`src/rtl/mtmr_pkg.sv`:
```
package mtmr_pkg;
  localparam int CNT_W = 16;
  localparam int PS_W  = 4;

  typedef enum logic [1:0] {
    MODE_FREE     = 2'd0,
    MODE_PERIODIC = 2'd1,
    MODE_ONESHOT  = 2'd2,
    MODE_WDOG     = 2'd3
  } tmrMode_e;

  localparam logic [3:0] OFF_LOAD  = 4'h0;
  localparam logic [3:0] OFF_STAT  = 4'h4;
  localparam logic [3:0] OFF_CTRL  = 4'h8;
  localparam logic [3:0] OFF_CAUSE = 4'hC;

  localparam int EN_BIT       = 7;
  localparam int MODE_LSB     = 4;
  localparam int STAT_RST_BIT = 5;
  localparam int CAUSE_BIT    = 1;

  // strobes from control to datapath
  typedef struct packed {
    logic             loadWr;
    logic [CNT_W-1:0] loadVal;
    logic             run;
    tmrMode_e         mode;
    logic [PS_W-1:0]  psCode;
  } tmrStrb_t;
endpackage

```
`src/rtl/mtmr_prescale.sv`:
```
module mtmr_prescale #(
  parameter int PS_W = 4
) (
  input  logic            clk,
  input  logic            rstN,
  input  logic            clear,
  input  logic            run,
  input  logic [PS_W-1:0] code,
  output logic            tick
);
  localparam int PS_CNT_W = 2 ** PS_W;

  logic [PS_CNT_W-1:0] psCnt;
  logic [PS_CNT_W-1:0] psMask;
  int                  divExp;

  // top code jumps to the full counter width, others give 2^code
  always_comb begin
    divExp = (code == '1) ? PS_CNT_W : int'(code);
    psMask = '0;
    for (int i = 0; i < PS_CNT_W; i++) begin
      if (i < divExp) psMask[i] = 1'b1;
    end
  end

  always_ff @(posedge clk or negedge rstN) begin
    if (!rstN)      psCnt <= '0;
    else if (clear) psCnt <= '0;
    else if (run)   psCnt <= psCnt + 1'b1;
  end

  assign tick = run && ((psCnt & psMask) == psMask);

  // the prescaler restarts from zero after a clear
  a_r4_clear_restarts : assert property (@(posedge clk) disable iff (!rstN)
    clear |=> psCnt == '0);
endmodule

```
`src/rtl/mtmr_datapath.sv`:
```
module mtmr_datapath
  import mtmr_pkg::*;
(
  input  logic             clk,
  input  logic             rstN,
  input  tmrStrb_t         strb,
  output logic [CNT_W-1:0] count,
  output logic             expireNow
);
  logic [CNT_W-1:0] loadReg;
  logic             halted;
  logic             psTick;
  logic             tick;

  mtmr_prescale #(.PS_W(PS_W)) prescale_i (
    .clk   (clk),
    .rstN  (rstN),
    .clear (strb.loadWr),
    .run   (strb.run && !halted),
    .code  (strb.psCode),
    .tick  (psTick)
  );

  assign tick      = psTick && !strb.loadWr && !halted;
  assign expireNow = tick && (count <= CNT_W'(1));

  always_ff @(posedge clk or negedge rstN) begin
    if (!rstN) begin
      count   <= '0;
      loadReg <= '0;
      halted  <= 1'b0;
    end else if (strb.loadWr) begin
      count   <= strb.loadVal;
      loadReg <= strb.loadVal;
      halted  <= 1'b0;
    end else if (tick) begin
      if (count <= CNT_W'(1)) begin
        unique case (strb.mode)
          MODE_FREE:     count <= '1;
          MODE_PERIODIC: count <= loadReg;
          default: begin
            count  <= '0;
            halted <= 1'b1;
          end
        endcase
      end else begin
        count <= count - 1'b1;
      end
    end
  end

  // a load write lands in the counter on the next edge
  a_r2_load_lands : assert property (@(posedge clk) disable iff (!rstN)
    strb.loadWr |=> count == $past(strb.loadVal));
  // disabled counter holds
  a_r3_hold_when_off : assert property (@(posedge clk) disable iff (!rstN)
    (!strb.run && !strb.loadWr) |=> $stable(count));
  // a parked counter stays at zero until reloaded
  a_r7_parked_zero : assert property (@(posedge clk) disable iff (!rstN)
    (halted && !strb.loadWr) |=> (count == '0) && !expireNow);
endmodule

```
`src/rtl/mtmr_ctrl.sv`:
```
module mtmr_ctrl
  import mtmr_pkg::*;
#(
  parameter int DATA_W    = 32,
  parameter int ADDR_W    = 4,
  parameter int RST_PULSE = 16
) (
  input  logic              clk,
  input  logic              rstN,
  input  logic              porN,
  input  logic              busWe,
  input  logic              busRe,
  input  logic [ADDR_W-1:0] busAddr,
  input  logic [DATA_W-1:0] busWdata,
  input  logic [CNT_W-1:0]  count,
  input  logic              expireNow,
  output tmrStrb_t          strb,
  output logic [DATA_W-1:0] busRdata,
  output logic              irq,
  output logic              sysRstReq
);
  localparam int RC_W = $clog2(RST_PULSE + 1);

  logic            ctrlEn;
  tmrMode_e        ctrlMode;
  logic [PS_W-1:0] ctrlPs;
  logic [RC_W-1:0] rstCnt;
  logic            causeFlag;
  logic            loadWr, ctrlWr, causeWr;
  logic            wdogHit;
  logic [DATA_W-1:0] rdNext;
  logic            unusedBits;

  assign loadWr  = busWe && (busAddr == ADDR_W'(OFF_LOAD));
  assign ctrlWr  = busWe && (busAddr == ADDR_W'(OFF_CTRL));
  assign causeWr = busWe && (busAddr == ADDR_W'(OFF_CAUSE));
  assign wdogHit = expireNow && (ctrlMode == MODE_WDOG);
  assign unusedBits = ^busWdata[DATA_W-1:CNT_W];

  assign strb.loadWr  = loadWr;
  assign strb.loadVal = busWdata[CNT_W-1:0];
  assign strb.run     = ctrlEn;
  assign strb.mode    = ctrlMode;
  assign strb.psCode  = ctrlPs;

  assign sysRstReq = (rstCnt != '0);

  always_ff @(posedge clk or negedge rstN) begin
    if (!rstN) begin
      ctrlEn   <= 1'b0;
      ctrlMode <= MODE_FREE;
      ctrlPs   <= '0;
      rstCnt   <= '0;
      irq      <= 1'b0;
    end else begin
      irq <= expireNow && (ctrlMode != MODE_WDOG);
      if (ctrlWr) begin
        ctrlMode <= tmrMode_e'(busWdata[MODE_LSB +: 2]);
        ctrlPs   <= busWdata[PS_W-1:0];
      end
      if (rstCnt == RC_W'(1))  ctrlEn <= 1'b0;
      else if (ctrlWr)         ctrlEn <= busWdata[EN_BIT];
      if (wdogHit)             rstCnt <= RC_W'(RST_PULSE);
      else if (rstCnt != '0)   rstCnt <= rstCnt - 1'b1;
    end
  end

  // cause flag lives on the power-on reset only
  always_ff @(posedge clk or negedge porN) begin
    if (!porN)                                  causeFlag <= 1'b0;
    else if (wdogHit)                           causeFlag <= 1'b1;
    else if (causeWr && busWdata[CAUSE_BIT])    causeFlag <= 1'b0;
  end

  always_comb begin
    rdNext = '0;
    unique case (busAddr)
      ADDR_W'(OFF_LOAD):  rdNext[CNT_W-1:0] = count;
      ADDR_W'(OFF_STAT):  rdNext[STAT_RST_BIT] = sysRstReq;
      ADDR_W'(OFF_CTRL): begin
        rdNext[EN_BIT]           = ctrlEn;
        rdNext[MODE_LSB +: 2]    = ctrlMode;
        rdNext[PS_W-1:0]         = ctrlPs;
      end
      ADDR_W'(OFF_CAUSE): rdNext[CAUSE_BIT] = causeFlag;
      default:            rdNext = '0;
    endcase
  end

  always_ff @(posedge clk or negedge rstN) begin
    if (!rstN)      busRdata <= '0;
    else if (busRe) busRdata <= rdNext;
  end

  // when the reset request ends, counting is disabled
  a_r8_end_disables : assert property (@(posedge clk) disable iff (!rstN)
    $fell(sysRstReq) |-> !ctrlEn);
  // watchdog mode never raises the interrupt
  a_r8_no_irq_wdog : assert property (@(posedge clk) disable iff (!rstN)
    (ctrlMode == MODE_WDOG && !$past(ctrlWr)) |-> !irq);
  // the flag only drops on a write-one-to-clear
  a_r10_cause_sticky : assert property (@(posedge clk) disable iff (!porN)
    (causeFlag && !(causeWr && busWdata[CAUSE_BIT])) |=> causeFlag);
endmodule

```
`src/rtl/mode_timer.sv`:
```
module mode_timer
  import mtmr_pkg::*;
#(
  parameter int DATA_W    = 32,
  parameter int ADDR_W    = 4,
  parameter int RST_PULSE = 16
) (
  input  logic              clk,
  input  logic              porN,
  input  logic              rstN,
  input  logic              busWe,
  input  logic              busRe,
  input  logic [ADDR_W-1:0] busAddr,
  input  logic [DATA_W-1:0] busWdata,
  output logic [DATA_W-1:0] busRdata,
  output logic              irq,
  output logic              sysRstReq
);
  logic             coreRstN;
  tmrStrb_t         strb;
  logic [CNT_W-1:0] count;
  logic             expireNow;

  assign coreRstN = rstN && porN;

  mtmr_ctrl #(.DATA_W(DATA_W), .ADDR_W(ADDR_W), .RST_PULSE(RST_PULSE)) ctrl_i (
    .clk       (clk),
    .rstN      (coreRstN),
    .porN      (porN),
    .busWe     (busWe),
    .busRe     (busRe),
    .busAddr   (busAddr),
    .busWdata  (busWdata),
    .count     (count),
    .expireNow (expireNow),
    .strb      (strb),
    .busRdata  (busRdata),
    .irq       (irq),
    .sysRstReq (sysRstReq)
  );

  mtmr_datapath datapath_i (
    .clk       (clk),
    .rstN      (coreRstN),
    .strb      (strb),
    .count     (count),
    .expireNow (expireNow)
  );
endmodule

```
`config.mk`:
```
export PLATFORM = sky130hd
export DESIGN_NAME = mode_timer
export DESIGN_NICKNAME = d
export VERILOG_FILES = /design/src/rtl/mtmr_pkg.sv /design/src/rtl/mtmr_prescale.sv /design/src/rtl/mtmr_datapath.sv /design/src/rtl/mtmr_ctrl.sv /design/src/rtl/mode_timer.sv
export SDC_FILE = /design/constraint.sdc
export NUM_CORES = 1
export LEC_CHECK = 0
export BUFFER_PORTS_ARGS = -buffer_cell sky130_fd_sc_hd__buf_2
export CORE_UTILIZATION = 45
export DETAILED_ROUTE_END_ITERATION = 8
export PLACE_DENSITY_LB_ADDON = 0.1
export SYNTH_ARGS = -nofsm -noshare
export SYNTH_HDL_FRONTEND = slang
export SYNTH_SLANG_ARGS = --single-unit
```
`constraint.sdc`:
```
create_clock -name clk -period 3.58 [get_ports clk]
set_clock_uncertainty 0.05 [all_clocks]
set_input_delay 0.358 -clock clk [delete_from_list [all_inputs] [get_ports clk]]
set_output_delay 0.358 -clock clk [all_outputs]
set_load 0.03 [all_outputs]
```
==> impl_metrics.yaml <==
clock_tree:
  ctsHtreeMaxLevel: 3
  cts.sinks: 79
  cts_tree: "built"
  clockBufferDepth: 2
  numCtsBuffers: 9
  clkTransAtPathRegs_ps: 90
  clockRootBuffer: "clkbuf_8"
  cts_resized: 0
  clock_latency_ps: 350
timing:
  slew-limit-headroom_pct: 30.6
  fmax_mhz: 412
  hold_viol: 0
  slew_viol_final: 0
  finalCritPeriodShare_pct: 67.8
  hold_ws_ps: 159
  rsz0062_at_grt: "false"
  finalCriticalPeriod_ps: 2430
  max_slew.worst_pin.slew_ps: 1040
  setup_violations: 0
  setup_tns_ps: 0
power:
  powerDensity_nw_per_um2: 657
  p_leak_nw: 2.13
  totalPowerFinal_mw: 3.10
  peakVddDrop_uv: 285
critical_path:
  path_cells: "nor2b_1 > nand3_1 > a2111o_1 > nor3_2 > a211oi_1"
  slowest_stage: "a2111o_1"
  r2r_cells: 5
  cp_num_buf_inv: 0
  cpLargestDelayFamily: "simple AND/OR/NAND/NOR gates"
  worstSetupPathType: "flop to flop"
  crit_end: "ctrl_i.rstCnt[1]"
  cp.arrival_ps: 2590
  required_ps: 3740
  r2r_setup_slack_ps: 1150
  worst-path-stages: 5
  r2r_start: "ctrl_i.ctrlEn"
  crit_start: "ctrl_i.ctrlEn"
  crit_path_start_kind: "flop"
  r2r-end: "ctrl_i.rstCnt[1]"
  end_kind: "flop"
  cp_max_fo: 10
  max_stage_delay_ps: 600
layout:
  final_core_util_pct: 51.1
  final_nets: 561
  n_antenna_cell: 0
  synthToLayoutAreaGrowth_pct: 9.99
  fin_cells: 648
  final_layout_size_suffix_gt1_share_pct: 14.6
drt:
  wl_um: 9720
  detail_route.vias_per_cell: 5.28
  route.detailed.wl_per_inst_um: 15.0
  dr_total_vias: 3424
  postRouteAntennaNets: 0
  drt_drc_violations_left: 0
  drtIter0Drc: 185
  dr.pass1.iters: 4
die:
  die_h_um: 99.7
  initial_core_util_pct: 46.5
  die_w_um: 99.7
  dieArea_um2: 9940
  ios: 75
  row_count: 35
  core_area_um2: 9240
synthesis:
  synth_common_cells: "79 x dfrtp_1, 51 x nor2_1, 44 x nand2_1"
  ys.flop_type: "dfrtp_1"
  ys_warn_count: 0
  synth_top_area_share_pct: 46.0
  synth_seq_cells: 79
  yosys-top-cells-area: "dfrtp_1 46%, nor2_1 4.5%, o21ai_0 4.3%, a21oi_1 4.0%, nand2_1 3.8%"
  syn_avg_cell_area_um2: 8.82
  yosysSeqAreaShare_pct: 46.0
  yosysTopAreaCell: "dfrtp_1"
  synthArstFlopShare_pct: 100
  yosys.cell_count.top_type: "dfrtp_1"
  synthCells: 487
  synth_area_um2: 4300
  synth-edff-count: 0
  post_synth_num_cell_types: 51
place:
  place_hpwl_um: 6570
  io_buffers: 42
  dp.cells: 631
  place.gp.congestion: 0.822
grt:
  grt-ovfl-total: 0
  antenna_found_initial: 0
  grt_pass1_wl_um: 16500
  grt_util_all_layers_pct: 21.3
  grt_pass1_vias: 3180
  grt_max_degree: 79
min_path:
  hold_class: "primary input to flop"
flow_run:
  drv_cap: 0
run_status:
  outcome: "completed"
-- layout by cell type, fill, tap and decap left out, types with 11 or more instances in the layout --
master	n
nand3_1	27
buf_2	42
conb_1	16
xor2_1	11
nor2_1	51
nand2_1	44
xnor2_1	15
a21oi_1	34
o21ai_0	37
inv_1	34
nor3_1	11
dfrtp_1	79
-- worst reg2reg max path, cell delays in order (launching register included) --
cell	delay (ps)
dfrtp_1	410
nor2b_1	520
nand3_1	140
a2111o_1	600
nor3_2	470
a211oi_1	100
-- cell families (layout without fill, tap and decap cells) --
family,count (synthesis),count (layout),synth area share (%)
compound gates,112,112,15.8
other cells,1,16,0.0873
flops,79,79,46.0
xor+xnor,26,26,5.30
fa+ha+maj,6,6,1.75
simple gates,171,171,19.3
mux,10,10,2.50
buf+inv,82,99,9.23
-- registers in the layout (all words and copies together) (netlist names) --
register and count:
ctrl_i.causeFlag 1, datapath_i.halted 1, datapath_i.count 16, datapath_i.prescale_i.psCnt 16, ctrl_i.ctrlMode 2, ctrl_i.ctrlEn 1
datapath_i.loadReg 16, ctrl_i.irq 1, ctrl_i.ctrlPs 4, ctrl_i.busRdata 16, ctrl_i.rstCnt 5
-- final cells by class --
cell class	instances	area, µm²
clock buffers	10	128
clock inverters	6	85.1
fillers	875	4510
inverters	34	128
multi-input cells	341	1980
flip-flops and latches	79	1980
well taps	129	161
repair buffers	49	265
-- repair_timing --
item,in CTS,in global routing
endpoints found under the setup margin,0,0
hold buffers,1,0
hold endpoints to repair,1,0
buffers inserted,0,0
-- through the flow --
step	setup WS [ps]	cell area [µm²]
after floorplan	749	4350
after global placement	1020	4500
after detailed placement	983	4500
after CTS	1150	4730
after global routing	936	4730
final	1150	4730
-- power by group --
part	total [mW]	internal, mW	switching (mW)
Clock	0.729	0.391	0.338
Combinational	0.918	0.411	0.507
Sequential	1.46	1.13	0.327
Total	3.10	1.93	1.17
-- routing by layer --
layer	vias up	track usage, %	wire [µm]
met5	-	0	0
met4	0	6.79	132
met3	9	3.44	422
met2	83	30.4	4220
met1	1632	32.7	4940
li1	1700	-	-
-- worst min path at each step --
stage	startpoint	to	slack, ps	cells after the start
floorplan	porN	ctrl_i.causeFlag	10	0
global placement	porN	ctrl_i.causeFlag	100	1
detailed placement	porN	ctrl_i.causeFlag	100	1
CTS	busWdata[9]	datapath_i.loadReg[9]	150	3
global route	busWdata[9]	datapath_i.loadReg[9]	170	3
finish	busWdata[9]	datapath_i.loadReg[9]	160	3
Note: power is estimated with default switching activity, not from simulation.
